### src/rtl/fec_pkg.sv
package fec_pkg;

  // Index width for a set of n items; never below one bit.
  function automatic int idx_w(input int n);
    return (n > 1) ? $clog2(n) : 1;
  endfunction

endpackage

### src/rtl/fec_cell_tally.sv
module fec_cell_tally #(
  parameter int NUM_PORTS = 3,
  parameter int OMW       = 2,
  parameter int CNT_W     = 6,
  parameter int OM_ID     = 0,
  parameter int FRAME     = 3
) (
  input  logic                     clk,
  input  logic                     rst_n,
  input  logic [NUM_PORTS-1:0]     arr_valid,
  input  logic [NUM_PORTS*OMW-1:0] arr_om,
  input  logic                     take,
  output logic [CNT_W-1:0]         count,
  output logic                     full_frame
);

  localparam logic [OMW-1:0]   MY_ID   = OMW'(OM_ID);
  localparam logic [CNT_W-1:0] FRAME_C = CNT_W'(FRAME);

  logic [CNT_W-1:0] add;
  logic [CNT_W-1:0] cnt_q;
  logic [CNT_W-1:0] cnt_d;
  logic             cnt_en;

  // number of lanes carrying a cell for this destination
  always_comb begin
    add = '0;
    for (int p = 0; p < NUM_PORTS; p++) begin
      if (arr_valid[p] && (arr_om[p*OMW +: OMW] == MY_ID)) begin
        add = add + CNT_W'(1);
      end
    end
  end

  always_comb begin
    cnt_en = (add != '0) || take;
    cnt_d  = cnt_q + add - (take ? FRAME_C : '0);
  end

  always_ff @(posedge clk or negedge rst_n) begin
    if (!rst_n) begin
      cnt_q <= '0;
    end else if (cnt_en) begin
      cnt_q <= cnt_d;
    end
  end

  assign count      = cnt_q;
  assign full_frame = (cnt_q >= FRAME_C);

endmodule

### src/rtl/fec_credit_cell.sv
module fec_credit_cell #(
  parameter int BUFS = 2,
  parameter int CRW  = 2
) (
  input  logic           clk,
  input  logic           rst_n,
  input  logic           ret,
  input  logic           take,
  output logic [CRW-1:0] credit,
  output logic           has_room
);

  localparam logic [CRW-1:0] FULL_C = CRW'(BUFS);

  logic [CRW-1:0] cr_q;
  logic [CRW-1:0] cr_d;
  logic           cr_en;

  // a return and a take in the same cycle cancel
  always_comb begin
    cr_en = ret ^ take;
    cr_d  = take ? (cr_q - CRW'(1)) : (cr_q + CRW'(1));
  end

  always_ff @(posedge clk or negedge rst_n) begin
    if (!rst_n) begin
      cr_q <= FULL_C;
    end else if (cr_en) begin
      cr_q <= cr_d;
    end
  end

  assign credit   = cr_q;
  assign has_room = (cr_q != '0);

endmodule

### src/rtl/fec_rr_pick.sv
module fec_rr_pick #(
  parameter int N = 3,
  parameter int W = 2
) (
  input  logic [N-1:0] req,
  input  logic [W-1:0] ptr,
  output logic         win_valid,
  output logic [W-1:0] win_idx
);

  // search begins one past the last winner and wraps
  always_comb begin
    win_valid = 1'b0;
    win_idx   = '0;
    for (int off = 1; off <= N; off++) begin
      int idx;
      idx = int'(ptr) + off;
      if (idx >= N) idx = idx - N;
      if (!win_valid && req[idx]) begin
        win_valid = 1'b1;
        win_idx   = W'(idx);
      end
    end
  end

endmodule

### src/rtl/fec_frame_ctrl.sv
module fec_frame_ctrl #(
  parameter int NUM_CM    = 3,
  parameter int NUM_OM    = 3,
  parameter int NUM_PORTS = 3,
  parameter int BUFS      = 2,
  parameter int CNT_W     = 6,
  parameter int OMW       = fec_pkg::idx_w(NUM_OM)
) (
  input  logic                     clk,
  input  logic                     rst_n,
  input  logic [NUM_PORTS-1:0]     arr_valid,
  input  logic [NUM_PORTS*OMW-1:0] arr_om,
  input  logic [NUM_CM*NUM_OM-1:0] cred_ret,
  output logic [NUM_OM-1:0]        eligible_o,
  output logic                     grant_valid,
  output logic [OMW-1:0]           grant_om,
  output logic [NUM_CM-1:0]        cm_send,
  output logic [NUM_CM*OMW-1:0]    cm_om
);

  localparam int CRW   = fec_pkg::idx_w(BUFS + 1);
  localparam int LINKS = NUM_CM * NUM_OM;

  logic [NUM_OM-1:0]       full_frame;
  logic [NUM_OM-1:0]       take;
  logic [NUM_OM-1:0]       room_all;
  logic [LINKS-1:0]        room;
  logic [NUM_OM*CNT_W-1:0] cnt_all;
  logic [LINKS*CRW-1:0]    cred_all;

  logic           win_valid;
  logic [OMW-1:0] win_idx;

  logic           gv_q, gv_d;
  logic [OMW-1:0] gom_q, gom_d;
  logic [OMW-1:0] ptr_q, ptr_d;
  logic           sel_en;

  // one cell tally per destination queue
  for (genvar o = 0; o < NUM_OM; o++) begin : g_queue
    fec_cell_tally #(
      .NUM_PORTS (NUM_PORTS),
      .OMW       (OMW),
      .CNT_W     (CNT_W),
      .OM_ID     (o),
      .FRAME     (NUM_CM)
    ) u_tally (
      .clk        (clk),
      .rst_n      (rst_n),
      .arr_valid  (arr_valid),
      .arr_om     (arr_om),
      .take       (take[o]),
      .count      (cnt_all[o*CNT_W +: CNT_W]),
      .full_frame (full_frame[o])
    );
  end

  // one credit counter per output link of every central module
  for (genvar r = 0; r < NUM_CM; r++) begin : g_cm
    for (genvar o = 0; o < NUM_OM; o++) begin : g_link
      fec_credit_cell #(
        .BUFS (BUFS),
        .CRW  (CRW)
      ) u_credit (
        .clk      (clk),
        .rst_n    (rst_n),
        .ret      (cred_ret[r*NUM_OM+o]),
        .take     (take[o]),
        .credit   (cred_all[(r*NUM_OM+o)*CRW +: CRW]),
        .has_room (room[r*NUM_OM+o])
      );
    end
  end

  // a destination has room only if every central module has a buffer free
  always_comb begin
    for (int o = 0; o < NUM_OM; o++) begin
      room_all[o] = 1'b1;
      for (int r = 0; r < NUM_CM; r++) begin
        room_all[o] = room_all[o] & room[r*NUM_OM+o];
      end
    end
  end

  assign eligible_o = full_frame & room_all;

  fec_rr_pick #(
    .N (NUM_OM),
    .W (OMW)
  ) u_pick (
    .req       (eligible_o),
    .ptr       (ptr_q),
    .win_valid (win_valid),
    .win_idx   (win_idx)
  );

  always_comb begin
    for (int o = 0; o < NUM_OM; o++) begin
      take[o] = win_valid && (win_idx == OMW'(o));
    end
  end

  // next state of the grant register and round-robin pointer
  always_comb begin
    sel_en = win_valid;
    gv_d   = win_valid;
    gom_d  = win_valid ? win_idx : gom_q;
    ptr_d  = win_valid ? win_idx : ptr_q;
  end

  always_ff @(posedge clk or negedge rst_n) begin
    if (!rst_n) begin
      gv_q <= 1'b0;
    end else begin
      gv_q <= gv_d;
    end
  end

  always_ff @(posedge clk or negedge rst_n) begin
    if (!rst_n) begin
      gom_q <= '0;
      ptr_q <= OMW'(NUM_OM - 1);
    end else if (sel_en) begin
      gom_q <= gom_d;
      ptr_q <= ptr_d;
    end
  end

  assign grant_valid = gv_q;
  assign grant_om    = gom_q;

  // frame position r goes to central module r
  for (genvar r = 0; r < NUM_CM; r++) begin : g_lane
    assign cm_send[r]            = gv_q;
    assign cm_om[r*OMW +: OMW]   = gom_q;
  end

endmodule

### config.mk
export PLATFORM = sky130hd
export DESIGN_NAME = fec_frame_ctrl
export DESIGN_NICKNAME = d
export VERILOG_FILES = /design/src/rtl/fec_pkg.sv /design/src/rtl/fec_cell_tally.sv /design/src/rtl/fec_credit_cell.sv /design/src/rtl/fec_rr_pick.sv /design/src/rtl/fec_frame_ctrl.sv
export SDC_FILE = /design/constraint.sdc
export NUM_CORES = 1
export LEC_CHECK = 0
export BUFFER_PORTS_ARGS = -buffer_cell sky130_fd_sc_hd__buf_2
export CORE_MARGIN = 5
export CORE_UTILIZATION = 40
export DETAILED_ROUTE_END_ITERATION = 12
export HOLD_SLACK_MARGIN = 0.15
export PLACE_DENSITY = 0.56
export SLEW_MARGIN = 5
export SYNTH_ARGS = -nofsm -noshare
export SYNTH_HDL_FRONTEND = slang
export SYNTH_SLANG_ARGS = --single-unit
### constraint.sdc
create_clock -name clk -period 4.2 [get_ports clk]
set_clock_uncertainty 0.05 [all_clocks]
set_input_delay 1.05 -clock clk [delete_from_list [all_inputs] [get_ports clk]]
set_output_delay 1.05 -clock clk [all_outputs]
set_load 0.01 [all_outputs]
==> insert_results.sql <==
INSERT INTO impl_metrics (metric_group, metric, value, unit) VALUES
('logic_synthesis', 'synth.distinct_cells', '41', ''),
('placement', 'io_buffers', '34', ''),
('worst_hold_path', 'worstHoldPathType', 'register to register', ''),
('detailed_routing', 'remaining_drc_errors', '0', ''),
('final_layout', 'final_layout_size_suffix_gt1_frac', '0.2303', ''),
('sta', 'fin_tns_setup', '0', 'ns'),
('floorplanning', 'i_o_pins', '35', ''),
('final_layout', 'antenna-diode-count', '0', ''),
('clock_network', 'clock_sinks', '40', ''),
('sta', 'timing.final.setup_violations', '0', ''),
('final_layout', 'synthToLayoutAreaGrowth', '10.96', '%'),
('grt', 'grt_use_met2', '0.2035', ''),
('final_layout', 'num-nets-final', '401', ''),
('detailed_routing', 'route.detailed.vias_per_inst', '4.724', ''),
('detailed_routing', 'drt.antenna.violating_nets', '0', ''),
('logic_synthesis', 'synthesis.nets', '370', ''),
('floorplanning', 'die_area', '0.009814', 'mm²'),
('worst_hold_path', 'holdPathEnd', 'g_cm[2].g_link[0].u_credit.credit[1]', ''),
('grt', 'global_route_wire_length_before_repair', '9604', 'µm'),
('floorplanning', 'row_count', '32', ''),
('grt', 'grt_usage', '0.1199', ''),
('clock_network', 'cts-root-to-sink-buffers', '2', ''),
('detailed_routing', 'vias', '2102', ''),
('grt', 'grt_antenna_before_repair', '0', ''),
('clock_network', 'holdBufCountCts', '0', ''),
('sta', 'hold_viol_final', '0', ''),
('logic_synthesis', 'synth_async_sr_flop_share', '1.000', ''),
('clock_network', 'cts_inserted_buffers', '5', ''),
('sta', 'maxSlewHeadroom', '0.3923', ''),
('floorplanning', 'initial_core_util', '0.4106', ''),
('worst_setup_path', 'reg2reg_from', 'ptr_q[1]', ''),
('detailed_routing', 'dr.first_iter.drc_count', '18', ''),
('clock_network', 'insertion_delay', '0.30', 'ns'),
('logic_synthesis', 'netlist_instances', '311', ''),
('worst_setup_path', 'crit_path_start', 'ptr_q[1]', ''),
('clock_network', 'cts_root_buffer', 'sky130_fd_sc_hd__clkbuf_8', ''),
('final_layout', 'final_core_utilization', '0.4556', ''),
('clock_network', 'post_cts_sizing', '0', ''),
('sta', 'worst_tran_pin_value', '0.9115', 'ns'),
('sta', 'final_period_minus_worst_setup_slack', '3.728', 'ns'),
('worst_setup_path', 'ff2ff_path_depth', '16', ''),
('sta', 'hold_ws', '0.4394', 'ns'),
('worst_setup_path', 'worstReg2RegEnd', 'g_queue[0].u_tally.count[5]', ''),
('sta', 'drv_slew', '0', ''),
('floorplanning', 'die_height', '99.07', 'µm'),
('worst_hold_path', 'hold-path-cell-count', '1', ''),
('worst_setup_path', 'cp_data_required_time', '4.32', 'ns'),
('placement', 'dp.final_hpwl', '4256', 'µm'),
('sta', 'timing.fmax', '268.2', 'MHz'),
('logic_synthesis', 'synth_flop_cell', 'sky130_fd_sc_hd__dfrtp_1', ''),
('logic_synthesis', 'synth.ff_latch_count', '40', ''),
('grt', 'use_met3', '0.02760', ''),
('logic_synthesis', 'seq_area_frac_synth', '0.3194', ''),
('worst_setup_path', 'r2r_setup_slack', '0.47', 'ns'),
('worst_setup_path', 'timing.critical_path.fanout_max', '4', ''),
('worst_setup_path', 'worstSetupPathType', 'register to register', ''),
('floorplanning', 'die_width', '99.07', 'µm'),
('detailed_routing', 'detail_route.wirelength', '5453', 'µm'),
('grt', 'top_usage_layer', 'met2', ''),
('worst_hold_path', 'min-delay-start', 'g_cm[2].g_link[0].u_credit.credit[1]', ''),
('sta', 'fin_ws', '0.4718', 'ns'),
('job', 'drv.max_cap_violation_count', '0', ''),
('grt', 'grt-ovfl-total', '0', ''),
('placement', 'dp_slack', '0.3418', 'ns'),
('placement', 'place_congestion', '0.8128', ''),
('floorplanning', 'core_area', '0.007727', 'mm²'),
('logic_synthesis', 'yosysWarnings', '0', ''),
('logic_synthesis', 'synth_enable_flop_cells', '0', ''),
('logic_synthesis', 'post_synth.cell_area_avg', '10.20', 'µm²'),
('sta', 'final_min_period_over_clock_period', '0.8877', ''),
('run_status', 'status', 'completed', '');
[state kept, by name, indices dropped and copies added (netlist names)]
signal                       flops
g_queue.u_tally.count           18
g_cm.g_link.u_credit.credit     18
ptr_q                            2
grant_om                         1
grant_valid                      1
[per-stage QoR]
stage	instances	cell area (µm²)
after floorplan	311	3173
after global placement	437	3395
after detailed placement	437	3395
after CTS	445	3521
after global routing	445	3521
final	445	3521
[critical path, cell delays in order, from the launching register on]
cell                        delay [ns]
sky130_fd_sc_hd__dfstp_2          0.55
sky130_fd_sc_hd__inv_1            0.06
sky130_fd_sc_hd__ha_1             0.31
sky130_fd_sc_hd__inv_1            0.15
sky130_fd_sc_hd__mux2i_1          0.20
sky130_fd_sc_hd__o21bai_1         0.15
sky130_fd_sc_hd__o2bb2ai_1        0.13
sky130_fd_sc_hd__a221oi_4         0.22
sky130_fd_sc_hd__inv_1            0.11
sky130_fd_sc_hd__fa_1             0.52
sky130_fd_sc_hd__ha_1             0.31
sky130_fd_sc_hd__a21o_1           0.15
sky130_fd_sc_hd__a21oi_1          0.22
sky130_fd_sc_hd__o21bai_1         0.09
sky130_fd_sc_hd__a21oi_1          0.17
sky130_fd_sc_hd__xnor2_1          0.13
sky130_fd_sc_hd__mux2i_1          0.09
[kinds of logic (layout without fill, tap and decap cells)]
group / after synthesis / count (layout) / synth area share
muxes: 31 / 31 / 0.1045
xor gates and xnor gates: 45 / 45 / 0.1242
and+or+nand+nor: 61 / 61 / 0.09937
DFF: 40 / 40 / 0.3194
buffers and inverters: 56 / 88 / 0.08399
AOI/OAI and AO/OA: 39 / 39 / 0.1006
adders and majority gates: 39 / 39 / 0.1680
[layout make-up]
| class | count | area (µm²) |
|---|---|---|
| Sequential cell | 40 | 1013 |
| Inverter | 42 | 160.2 |
| Multi-Input combinational cell | 215 | 1893 |
| Timing Repair Buffer | 38 | 200.2 |
| Clock inverter | 1 | 30.03 |
| Tap cell | 102 | 127.6 |
| Clock buffer | 7 | 96.34 |
| Fill cell | 745 | 4207 |
[synth_stat cells, drive strengths merged (5+ instances only)]
library cell | n | share of area
a21o | 5 | 0.012
a21oi | 12 | 0.019
and2 | 10 | 0.021
buf | 13 | 0.032
dfrtp | 30 | 0.24
dfstp | 10 | 0.083
fa | 6 | 0.038
ha | 33 | 0.13
inv | 42 | 0.050
mux2 | 8 | 0.032
mux2i | 23 | 0.073
nand2 | 15 | 0.018
nand3b | 6 | 0.014
nor2 | 21 | 0.025
xnor2 | 40 | 0.11
xor2 | 5 | 0.014
[worst max path at each step]
stage	to	cells past startpoint	slack (ns)
floorplan	g_queue[0].u_tally.count[5]	16	0.47
global placement	g_queue[0].u_tally.count[5]	13	0.38
detailed placement	g_queue[0].u_tally.count[5]	13	0.34
CTS	g_queue[0].u_tally.count[5]	16	0.44
global route	g_queue[0].u_tally.count[5]	16	0.22
finish	g_queue[0].u_tally.count[5]	16	0.47
[cells in the final DEF (no fill, tap or decap), drive strengths merged, types with 2 or more instances in the layout]
| master | n |
|---|---|
| fa | 6 |
| nand3 | 2 |
| xor2 | 5 |
| clkbuf | 7 |
| buf | 38 |
| o21a | 3 |
| a21oi | 12 |
| dfrtp | 30 |
| or3b | 2 |
| nor2 | 21 |
| nand2 | 15 |
| o21bai | 4 |
| nand3b | 6 |
| ha | 33 |
| a311o | 2 |
| and2 | 10 |
| or3 | 2 |
| mux2 | 8 |
| dfstp | 10 |
| mux2i | 23 |
| inv | 42 |
| o22ai | 3 |
| a21o | 5 |
| o21ai | 3 |
| xnor2 | 40 |
[metal layers]
metal / share of wire / vias up
met5: 0 / -
met4: 0.013 / 0
met3: 0.042 / 8
met2: 0.47 / 27
met1: 0.47 / 994
li1: - / 1073
Power is not shown: default switching activity piles up to over one toggle a cycle in this logic, so the estimate is an artifact.
